$ cat config.mk
export PLATFORM = sky130hd
export DESIGN_NAME = insn_field_decoder
export DESIGN_NICKNAME = d
export VERILOG_FILES = /design/src/rtl/idec_pkg.sv /design/src/rtl/idec_field_split.sv /design/src/rtl/idec_sfx_probe.sv /design/src/rtl/idec_first_pend.sv /design/src/rtl/insn_field_decoder.sv
export SDC_FILE = /design/constraint.sdc
export NUM_CORES = 1
export LEC_CHECK = 0
export BUFFER_PORTS_ARGS = -buffer_cell sky130_fd_sc_hd__buf_4
export CAP_MARGIN = 20
export CORE_MARGIN = 3
export CORE_UTILIZATION = 45
export DETAILED_ROUTE_END_ITERATION = 8
export HOLD_SLACK_MARGIN = 0.06
export PLACE_DENSITY = 0.63
export SKIP_CTS_REPAIR_TIMING = 1
export SKIP_LAST_GASP = 1
export SYNTH_ARGS = -nofsm -noshare
export SYNTH_HDL_FRONTEND = slang
export SYNTH_SLANG_ARGS = --single-unit
$ cat constraint.sdc
create_clock -name clk -period 3.11 [get_ports clk]
set_clock_uncertainty 0.15 [all_clocks]
set_input_delay 0.4665 -clock clk [delete_from_list [all_inputs] [get_ports clk]]
set_output_delay 0.4665 -clock clk [all_outputs]
set_load 0.02 [all_outputs]
$ cat src/rtl/idec_pkg.sv
package idec_pkg;
  localparam int CTL_W    = 4;
  localparam int MODE_LSB = 0;
  localparam int CASC_BIT = 2;
  localparam int SPEC_BIT = 3;
  localparam logic [1:0] AM_IMM = 2'd0;
  localparam logic [1:0] AM_DIR = 2'd1;
  localparam logic [1:0] AM_IND = 2'd2;
  localparam logic [1:0] AM_SPC = 2'd3;
endpackage

$ cat src/rtl/idec_field_split.sv
module idec_field_split
  import idec_pkg::*;
#(
  parameter int DATA_W = 12,
  localparam int FLD_W = DATA_W + CTL_W
) (
  input  logic [FLD_W-1:0]  fld,
  output logic [1:0]        mode,
  output logic              casc,
  output logic              spec,
  output logic [DATA_W-1:0] data,
  output logic              need_sfx
);
  assign mode     = fld[MODE_LSB +: 2];
  assign casc     = fld[CASC_BIT];
  assign spec     = fld[SPEC_BIT];
  assign data     = fld[FLD_W-1:CTL_W];
  // an all-ones immediate payload points at a suffix word
  assign need_sfx = (mode == AM_IMM) && (&data);
endmodule

$ cat src/rtl/idec_sfx_probe.sv
module idec_sfx_probe #(
  parameter int WORD_W = 64,
  parameter int TAG_W  = 16,
  parameter logic [TAG_W-1:0] TAG = '1,
  localparam int PAY_W = WORD_W - TAG_W
) (
  input  logic [WORD_W-1:0] word,
  output logic              is_sfx,
  output logic [PAY_W-1:0]  payload
);
  assign is_sfx  = (word[WORD_W-1 -: TAG_W] == TAG);
  assign payload = word[PAY_W-1:0];
endmodule

$ cat src/rtl/idec_first_pend.sv
module idec_first_pend #(
  parameter int N = 4
) (
  input  logic [N-1:0] mask,
  output logic [N-1:0] pick,
  output logic         last
);
  logic [N:0] seen;
  assign seen[0] = 1'b0;
  for (genvar i = 0; i < N; i++) begin : g_pick
    assign pick[i]   = mask[i] & ~seen[i];
    assign seen[i+1] = seen[i] | mask[i];
  end
  assign last = (|mask) && ((mask & (mask - 1'b1)) == '0);
endmodule

$ cat src/rtl/insn_field_decoder.sv
module insn_field_decoder
  import idec_pkg::*;
#(
  parameter int DATA_W  = 12,
  parameter int NF      = 4,
  parameter int SFX_TAG = 'hFFFE,
  localparam int FLD_W  = DATA_W + CTL_W,
  localparam int WORD_W = NF * FLD_W,
  localparam int VAL_W  = WORD_W - FLD_W
) (
  input  logic                clk,
  input  logic                rst_n,
  input  logic                in_valid,
  output logic                in_ready,
  input  logic [WORD_W-1:0]   in_word,
  output logic                out_valid,
  input  logic                out_ready,
  output logic [2*NF-1:0]     out_mode,
  output logic [NF-1:0]       out_casc,
  output logic [NF-1:0]       out_spec,
  output logic [NF*VAL_W-1:0] out_value,
  output logic                out_custom,
  output logic                out_short,
  output logic                stray_err
);
  localparam logic [FLD_W-1:0] TAG = FLD_W'(SFX_TAG);

  // field split of the presented word
  logic [1:0]        f_mode [NF];
  logic              f_casc [NF];
  logic              f_spec [NF];
  logic [DATA_W-1:0] f_data [NF];
  logic [NF-1:0]     need;

  for (genvar i = 0; i < NF; i++) begin : g_fld
    idec_field_split #(.DATA_W(DATA_W)) u_split (
      .fld      (in_word[(NF-1-i)*FLD_W +: FLD_W]),
      .mode     (f_mode[i]),
      .casc     (f_casc[i]),
      .spec     (f_spec[i]),
      .data     (f_data[i]),
      .need_sfx (need[i])
    );
  end

  logic             is_sfx;
  logic [VAL_W-1:0] payload;
  idec_sfx_probe #(.WORD_W(WORD_W), .TAG_W(FLD_W), .TAG(TAG)) u_probe (
    .word    (in_word),
    .is_sfx  (is_sfx),
    .payload (payload)
  );

  // held instruction while suffix words are gathered
  logic [NF-1:0]    mask_q;
  logic [1:0]       p_mode [NF];
  logic             p_casc [NF];
  logic             p_spec [NF];
  logic [VAL_W-1:0] p_val  [NF];

  logic [NF-1:0] pick;
  logic          last;
  idec_first_pend #(.N(NF)) u_pend (
    .mask (mask_q),
    .pick (pick),
    .last (last)
  );

  // output slot
  logic [1:0]       o_mode [NF];
  logic             o_casc [NF];
  logic             o_spec [NF];
  logic [VAL_W-1:0] o_val  [NF];

  logic collecting, slot_free, fire, abort;
  assign collecting = |mask_q;
  assign slot_free  = !out_valid || out_ready;
  assign in_ready   = slot_free && !(collecting && !is_sfx);
  assign fire       = in_valid && in_ready;
  assign abort      = collecting && in_valid && !is_sfx && slot_free;

  logic             emit_new, emit_fill, emit;
  logic [VAL_W-1:0] new_val  [NF];
  logic [VAL_W-1:0] fill_val [NF];
  logic [1:0]       e_mode   [NF];
  logic             e_casc   [NF];
  logic             e_spec   [NF];
  logic [VAL_W-1:0] e_val    [NF];
  logic             e_custom;

  assign emit_new  = fire && !collecting && !is_sfx && (need == '0);
  assign emit_fill = fire && collecting && last;
  assign emit      = emit_new || emit_fill || abort;

  always_comb begin
    for (int i = 0; i < NF; i++) begin
      new_val[i]  = need[i] ? '0 : VAL_W'(f_data[i]);
      fill_val[i] = (fire && pick[i]) ? payload : p_val[i];
      e_mode[i]   = emit_new ? f_mode[i] : p_mode[i];
      e_casc[i]   = emit_new ? f_casc[i] : p_casc[i];
      e_spec[i]   = emit_new ? f_spec[i] : p_spec[i];
      e_val[i]    = emit_new ? new_val[i] : fill_val[i];
    end
    e_custom = (e_mode[0] == AM_IMM) && (|e_val[0][VAL_W-1:DATA_W-1]);
  end

  always_ff @(posedge clk or negedge rst_n) begin
    if (!rst_n) begin
      out_valid  <= 1'b0;
      out_custom <= 1'b0;
      out_short  <= 1'b0;
      stray_err  <= 1'b0;
      mask_q     <= '0;
      for (int i = 0; i < NF; i++) begin
        p_mode[i] <= '0;
        p_casc[i] <= 1'b0;
        p_spec[i] <= 1'b0;
        p_val[i]  <= '0;
        o_mode[i] <= '0;
        o_casc[i] <= 1'b0;
        o_spec[i] <= 1'b0;
        o_val[i]  <= '0;
      end
    end else begin
      stray_err <= 1'b0;
      if (out_valid && out_ready) out_valid <= 1'b0;

      if (emit) begin
        out_valid  <= 1'b1;
        out_custom <= e_custom;
        out_short  <= abort;
        for (int i = 0; i < NF; i++) begin
          o_mode[i] <= e_mode[i];
          o_casc[i] <= e_casc[i];
          o_spec[i] <= e_spec[i];
          o_val[i]  <= e_val[i];
        end
      end

      if (abort) begin
        mask_q <= '0;
      end else if (fire) begin
        if (collecting) begin
          mask_q <= mask_q & ~pick;
          for (int i = 0; i < NF; i++) p_val[i] <= fill_val[i];
        end else if (is_sfx) begin
          stray_err <= 1'b1;
        end else if (need != '0) begin
          mask_q <= need;
          for (int i = 0; i < NF; i++) begin
            p_mode[i] <= f_mode[i];
            p_casc[i] <= f_casc[i];
            p_spec[i] <= f_spec[i];
            p_val[i]  <= new_val[i];
          end
        end
      end
    end
  end

  for (genvar i = 0; i < NF; i++) begin : g_out
    assign out_mode[2*i +: 2]       = o_mode[i];
    assign out_casc[i]              = o_casc[i];
    assign out_spec[i]              = o_spec[i];
    assign out_value[i*VAL_W +: VAL_W] = o_val[i];
  end
endmodule

# --- After elaboration in Yosys (flattened, before gate mapping) ---
# Index checks and enable logic that the tools add are counted.
op_classes:
  add_sub_neg: 1
  multipliers: 0
  div_mod_pow: 0
  n_lt_le_gt_ge: 0
  n_eq_ne: 3
  shifts: 0
  mux: 38
  bitwise: 14
  reduce_logical: 50
ops:
  columns: ["operator", "n"]
  rows:
  - ["$mux W192", 3]
  - ["$mux W48", 8]
  - ["$mux W12", 4]
  - ["$reduce_and A12 Y1", 4]
  - ["$reduce_or A37 Y1", 1]
  - ["$logic_and A1 B1 Y1", 22]
  - ["$mux W4", 5]
  - ["$eq A16 B16 Y1 const B", 1]
  - ["$mux W1", 14]
  - ["$logic_not A2 Y1", 5]
  - ["$and A4 B4 Y4", 2]
  - ["$logic_not A4 Y1", 2]
  - ["$mux W2", 4]
  - ["$not A1 Y1", 6]
  - ["$reduce_bool A2 Y1", 3]
  - ["$reduce_and A5 Y1", 1]
  - ["$logic_not A1 Y1", 4]
  - ["$not A4 Y4", 1]
  - ["$reduce_and A4 Y1", 1]
  - ["$reduce_bool A4 Y1", 1]
  - ["$reduce_or A4 Y1", 1]
  - ["$sub A4 B1 Y4 const B", 1]
  - ["$and A1 B1 Y1", 3]
  - ["$logic_or A1 B1 Y1", 3]
  - ["5 further kinds", 6]
totals:
  reg_bits: 424
  latchBits: 0
  mem_bits_rw: 0
  mem_bits_ro: 0
  inputBits: 68
  output_inout_bits: 213
  wordCells: 143
  n_memories: 0

# --- Logic depth before layout (Yosys ltp) ---
# Gate-level depths: netlist of run 1.
logic_depth:
  word_depth: 12
  mapped_depth: 9
  ltp_nobuf: 6

# --- Cells and area by module ---
# From an unflattened synthesis of run 1, not the netlist that was laid out.
hier_totals:
  hier_cells: 1931
  area_unflattened_um2: 20108.0
by_module_without_submodules:
  columns: ["module", "instances", "cells_each", "area_each_um2", "seq_area_each_um2"]
  rows:
  - ["insn_field_decoder", 1, 1786, 19009.5, 10610.2]
  - ["idec_field_split", 4, 21, 157.7, 0.0]
  - ["idec_sfx_probe", 1, 53, 400.4, 0.0]
  - ["idec_first_pend", 1, 8, 67.6, 0.0]

# --- Worst setup path before layout of run 1 ---
# OpenSTA, ideal clock, no wires.
synth_path:
  path_kind: "input-to-reg"
  startpoint: "input in_word[55]"
  endpoint: "register p_val[100] (netlist bit)"
  setup_ns: 0.131
  arrival_ns: 2.453
  required_ns: 2.829
  slack_ns: 0.375
  stages: 7
  path_buffers: 1
  path_cell_list: "nand4_1 > or4_4 > a2111oi_4 > buf_6 > mux2_1 > a22oi_1 > o21ai_1"
synth_via:
  elab_chain_len: 9
  word_cells_on_any_way: 18
  classes_between: "eq/ne (2); mux (2); bitwise (1); reduce/logical (13)"
synth_rtl:
  columns: ["element", "line", "text"]
  rows:
  - ["from (decl)", "insn_field_decoder.sv:15", "input logic [WORD_W-1:0] in_word,"]
  - ["$eq A16 B16 Y1", "idec_sfx_probe.sv:11", "assign is_sfx = (word[WORD_W-1 -: TAG_W] == TAG);"]
  - ["$logic_not A1 Y1", "insn_field_decoder.sv:78, insn_field_decoder.sv:80", null]
  - ["$logic_and A1 B1 Y1", "insn_field_decoder.sv:78", "assign in_ready = slot_free && !(collecting && !is_sfx);"]
  - ["$logic_not A1 Y1", "insn_field_decoder.sv:78", null]
  - ["$logic_and A1 B1 Y1", "insn_field_decoder.sv:78", null]
  - ["$logic_and A1 B1 Y1", "insn_field_decoder.sv:79", "assign fire = in_valid && in_ready;"]
  - ["$logic_and A1 B1 Y1", "insn_field_decoder.sv:98", "fill_val[i] = (fire && pick[i]) ? payload : p_val[i];"]
  - ["$mux W48", "insn_field_decoder.sv:98", null]
  - ["$mux W192", "insn_field_decoder.sv:143", "if (collecting) begin"]
  - ["to (signal, indexed assignment)", "insn_field_decoder.sv:154", "p_val[i] <= new_val[i];"]
  - ["to (decl)", "insn_field_decoder.sv:59", "logic [VAL_W-1:0] p_val [NF];"]
# Several ways; a longest one is shown, not always the timed one.
# A chain may end at the register's enable or synchronous reset.

# --- Worst setup path in the final report of run 1 ---
layout_path:
  startpoint: "input in_word[49]"
  endpoint: "output in_ready"
layout_via:
  elab_chain_len: 5
layout_rtl:
  columns: ["element", "line", "text"]
  rows:
  - ["$eq A16 B16 Y1", "idec_sfx_probe.sv:11", null]
  - ["$logic_not A1 Y1", "insn_field_decoder.sv:78", null]
  - ["$logic_and A1 B1 Y1", "insn_field_decoder.sv:78", null]
  - ["$logic_not A1 Y1", "insn_field_decoder.sv:78", null]
  - ["$logic_and A1 B1 Y1", "insn_field_decoder.sv:78", null]
  - ["to (decl)", "insn_field_decoder.sv:14", "output logic in_ready,"]
# Every way passes these cells.

==> results of run 1 <==
==> cell families after synthesis <==
group,after synthesis,synth area share [%]
flops,424,55.0
mux,257,13.7
compound gates,475,17.3
buf+inv,190,4.44
simple gates,389,9.64
==> worst max-delay path, stage by stage <==
cell and delay (ns):
dlygate4sd3_1 0.52, buf_4 0.12, nand4b_1 0.12, buf_4 0.19
nor4_4 0.33, buf_4 0.20, nor2_1 0.09, nor2b_1 0.14
buf_4 0.15
==> power groups by stage <==
stage | logic (W) | clock network, W | registers [W]
global route | 0.00776 | 0.00579 | 0.00789
detailed placement | 0.00718 | 0 | 0.00782
finish | 0.00717 | 0.00546 | 0.00777
CTS | 0.00718 | 0.00558 | 0.00775
floorplan | 0.00330 | 0 | 0.00854
global placement | 0.00704 | 0 | 0.00780
==> cell usage in the layout (no fill, tap or decap), types with 5 or more instances in the layout <==
cell type        n
dfrtp_1        424
buf_4          356
mux2i_1        205
a22o_1         146
nand3_1        136
nand2_1        112
o21ai_0         98
nor2_1          73
o21ai_1         66
a211oi_1        48
clkbuf_16       47
buf_12          35
a31oi_1         31
mux2_2          29
mux2_1          23
dlygate4sd3_1   21
nor4_1          17
a21oi_1         14
clkbuf_8        14
a21o_1          13
a22oi_1         13
o21a_1          13
o221ai_1        12
clkbuf_1        12
a32oi_1         11
nand4_1         11
clkinv_2         7
nor3_1           5
or4_1            5
==> flip-flops by register name (all words and copies together) (netlist names) <==
signal      flops
out_value     192
p_val         192
out_mode        8
p_mode          8
mask_q          4
out_casc        4
out_spec        4
p_casc          4
p_spec          4
out_custom      1
out_short       1
out_valid       1
stray_err       1
==> metal layers <==
layer  GRT usage (%)  vias up
met5               0        -
met4            8.19        4
met3            5.13      117
met2            41.8      533
met1            38.8     7797
li1                -     6950
==> metrics by stage <==
step	instances	area, µm²
floorplan	1735	19300
global placement	2478	22600
detailed placement	2478	22600
CTS	2562	24100
global route	2583	24300
finish	2583	24300
==> cell type report <==
type | instances | area (µm²) | share of cell area (%)
well taps | 539 | 674 | 2.77
repair buffers | 413 | 3600 | 14.8
multi-input cells | 1121 | 7930 | 32.6
inverters | 2 | 7.51 | 0.0309
flip-flops and latches | 424 | 10600 | 43.6
clock buffers | 73 | 1410 | 5.81
clock inverters | 11 | 91.3 | 0.376
==> worst paths after layout <==
path	start	to	slack, ns	cells past startpoint
setup reg to reg	mask_q[2]	out_value[128]	0.17	6
hold / removal	in_word[4]	out_value[144]	0.08	2
hold reg to reg	p_val[100]	p_val[100]	0.33	2
setup / recovery	in_word[49]	in_ready	0.15	9
min in group asynchronous	rst_n	out_value[123]	0.28	2
max in group asynchronous	rst_n	out_value[140]	1.61	3
==> results.cfg, run 1 <==
[global_routing]
grtUsageTotal_pct = 27.0
antenna_found_initial = 2
gr-total-overflow = 0
grt_pass1_wl_um = 93300
grt_pass1_vias = 14900
grt_start_max_net_pins = 87

[synth]
syn-cell-area_um2 = 19300
ys_seq_area_share_pct = 55.0
ys_seq_elements = 424
synthCells = 1735
netlist_top_cells_count = dfrtp_1 (424), mux2i_1 (205), a22o_1 (146), nand3_1 (137), nand2_1 (112)
ys_types = 51
synth-main-ff-cell = dfrtp_1
synth-async-reset-ratio_pct = 100
synth.most_common_cell = dfrtp_1
synth_top_area_share_pct = 55.0
synth_edf_count = 0
yosysTopAreaCell = dfrtp_1
syn_nets = 1803
yosysWarnings = 0
yosys-top-cells-area = dfrtp_1 (55%), mux2i_1 (11%), a22o_1 (6.6%)
avgSynthCellArea_um2 = 11.1

[power_and_ir_drop]
power_density_nw_per_um2 = 839
power.total_w = 0.0204
p_sw_share_pct = 36.0
p_leak_nw = 11.4
clock_power_share_pct = 26.8
p_int_w = 0.0131
power_frac_comb_pct = 35.1
seqPwrFrac_pct = 38.1
switchingPower_w = 0.00735
vdd_drop_max_v = 0.000516

[final_layout]
nets = 2076
diodes = 0
drive_above_1_share_pct = 25.2
syn2layout_area_growth_pct = 26.1
fill_cells = 3593
post-route-util_pct = 57.7

[clocking]
clock_path_buffers = 3
worstSkewPairLatency_ns = 0.58
numCtsBuffers = 46
cts.sinks = 424
htreeDepth = 2
clk_pin_slew_worst_paths_ns = 0.06
cts_tree = done
cts-root-buf = clkbuf_16

[routing]
dr_wl_met2_um = 28800
wl_met1_um = 27400
antenna_left = 0
wl_met3_um = 4130
routedWlPerCell_um = 24.1
route.detailed.drc = 0
detail_route.iter0.violations = 1256
top_layer = met5
routed_wl_um = 62300
dr.pass1.iters = 5
via_per_inst = 5.96
vias = 15400

[sta]
finalCritPeriodShare_pct = 95.2
setup_tns_ns = 0
fin_crit_ns = 2.96
fmax_mhz = 338
relSlewSlack_pct = 34.3
setup_viol = 0
rsz0062_at_grt = false
drv_slew = 0
hold_violations = 0
worst_pin_slew_ns = 0.979
fin_ws_ns = 0.149
holdWs_ns = 0.0758

[worst_hold_path]
hold_class = input port to flop

[floorplan]
die_x_um = 213
rows = 75
fp.dieH_um = 213
initial_core_util_pct = 45.8
fp.coreArea_um2 = 42100
die_area_um2 = 45400
ios = 281

[placement]
port_buffers = 280
routabilityCongestion = 0.863
preCtsSetupSlack_ns = 0.105
hpwl_um = 41400

[setup_path]
crit_fanout = 5
endpoint_kind = output port
cp-start-kind = input port
critPathRequiredTime_ns = 2.49
criticalPathCategory = input port to output port
arrival_ns = 2.34

[status]
status = completed

[job]
cap_violations = 0
Power figures use the tool's default switching activity.
==> run 2, diff against run 1 <==
--- a/config.mk
+++ b/config.mk
@@ -12,6 +12,7 @@
 export DETAILED_ROUTE_END_ITERATION = 8
 export HOLD_SLACK_MARGIN = 0.06
 export PLACE_DENSITY = 0.63
+export RECOVER_POWER = 25
 export SKIP_CTS_REPAIR_TIMING = 1
 export SKIP_LAST_GASP = 1
 export SYNTH_ARGS = -nofsm -noshare
==> results.cfg, run 2 (same netlist as run 1, synthesis figures left out) <==
[sta]
setup_tns_ns = 0
rsz0062_at_grt = false
hold_violations = 0
relSlewSlack_pct = -13.6
holdWs_ns = 0.0784
finalCritPeriodShare_pct = 95.4
setup_viol = 0
drv_slew = 67
fmax_mhz = 337
fin_crit_ns = 2.97
worst_pin_slew_ns = 1.70

[clocking]
htreeDepth = 2
worstSkewPairLatency_ns = 0.57
cts.sinks = 424
cts_tree = done
clock_path_buffers = 3
clk_pin_slew_worst_paths_ns = 0.06
numCtsBuffers = 46
cts-root-buf = clkbuf_16

[setup_path]
criticalPathCategory = input port to flop
arrival_ns = 3.27
worstPathCellList = dlygate4sd3_1, buf_4, nor2_1, or4b_1, a41oi_4, o21a_1, buf_4, o21ai_4, buf_12, a22o_1
worstRegToRegCells = 6
critPathRequiredTime_ns = 3.41
crit_top_cell = buf_4
crit_fanout = 36
critPathTopFamily = buffers and inverters
slowest_delay_ns = 0.61
endpoint_kind = flop
slowest_stage = or4b_1
cp_num_cells = 10
crit_buf_inv = 4
cp-start-kind = input port

[global_routing]
grt_start_max_net_pins = 87
grtUsageTotal_pct = 27.0
gr-total-overflow = 0
grt_pass1_vias = 14900
antenna_found_initial = 2
grt_pass1_wl_um = 93300

[routing]
antenna_left = 0
vias = 15300
routed_wl_um = 62200
routedWlPerCell_um = 24.1
wl_met3_um = 3960
wl_met1_um = 27600
via_per_inst = 5.94
detail_route.iter0.violations = 1383
dr_wl_met2_um = 28800
dr.pass1.iters = 7
route.detailed.drc = 0
top_layer = met5

[power_and_ir_drop]
power_frac_comb_pct = 35.1
switchingPower_w = 0.00734
vdd_drop_max_v = 0.000513
power_density_nw_per_um2 = 840
power.total_w = 0.0204
p_int_w = 0.0130
clock_power_share_pct = 26.8
p_sw_share_pct = 36.0
seqPwrFrac_pct = 38.1
p_leak_nw = 11.4

[floorplan]
initial_core_util_pct = 45.8
fp.dieH_um = 213
rows = 75
die_area_um2 = 45400
ios = 281
die_x_um = 213
fp.coreArea_um2 = 42100

[worst_hold_path]
worstHoldPathCells = 2
hold_class = input port to flop

[status]
violations = max-capacitance violations, max-slew violations
status = finished, violations left

[placement]
hpwl_um = 41400
dp.cells = 2478
routabilityCongestion = 0.863
port_buffers = 280

[final_layout]
diodes = 0
mostFrequentLayoutCells = dfrtp_1 (424), buf_4 (356), mux2i_1 (205), a22o_1 (146), nand3_1 (136)
drive_above_1_share_pct = 25.2
nets = 2076
final_common_cell = dfrtp_1
syn2layout_area_growth_pct = 25.9
fill_cells = 3600
instances_no_fill = 2583
post-route-util_pct = 57.6

[job]
cap_violations = 1
run 2: cell types whose count changed in the layout (fill, tap and decap cells not counted):
cell | before | now
buf_6 | 0 | 3
buf_8 | 1 | 0
buf_12 | 35 | 32
clkbuf_2 | 0 | 1
run 2: power groups by stage:
stage | logic (W) | registers, W | clock network [W]
global placement | 0.00704 | 0.00780 | 0
floorplan | 0.00330 | 0.00854 | 0
global route | 0.00775 | 0.00789 | 0.00579
finish | 0.00716 | 0.00777 | 0.00546
CTS | 0.00718 | 0.00775 | 0.00558
detailed placement | 0.00718 | 0.00782 | 0
run 2: layer usage:
layer | GRT usage, % | vias to the layer above
met3 | 5.13 | 107
li1 | - | 6960
met5 | 0 | -
met1 | 38.8 | 7751
met2 | 41.8 | 525
met4 | 8.19 | 4
run 2: final cells by class:
class / instances / area [µm²] / share of cell area [%]
multi-input combinational: 1121 / 7930 / 32.6
clock buffer: 73 / 1410 / 5.82
inverter: 2 / 7.51 / 0.0309
timing repair buffer: 413 / 3560 / 14.7
tap: 539 / 674 / 2.78
sequential: 424 / 10600 / 43.7
clock inverter: 11 / 91.3 / 0.376
run 2: metrics by stage:
| step | instance area [µm²] | worst slack, ns |
|---|---|---|
| finish | 24300 | 0.142 |
| global route | 24300 | 0.0494 |
| CTS | 24100 | 0.154 |
| detailed placement | 22600 | 0.105 |
| global placement | 22600 | 0.117 |
| floorplan | 19300 | 0.375 |
run 2: worst reg2reg max path, delay by kind of cell (launching register included):
| family | cells | cell delay [ns] |
|---|---|---|
| compound gates | 2 | 1.09 |
| buf+inv | 1 | 0.24 |
| flops | 1 | 0.49 |
| mux | 2 | 0.35 |
| simple gates | 1 | 0.48 |
run 2: path summary, 6_finish.rpt:
| check | from | endpoint | slack [ns] |
|---|---|---|---|
| min in group asynchronous | rst_n | out_value[123] | 0.76 |
| setup / recovery | in_word[49] | p_val[71] | 0.14 |
| max in group asynchronous | rst_n | p_mode[0] | 0.49 |
| hold / removal | in_word[4] | out_value[144] | 0.08 |
| hold reg to reg | p_val[100] | p_val[100] | 0.33 |
| setup reg to reg | mask_q[2] | out_value[104] | 0.19 |
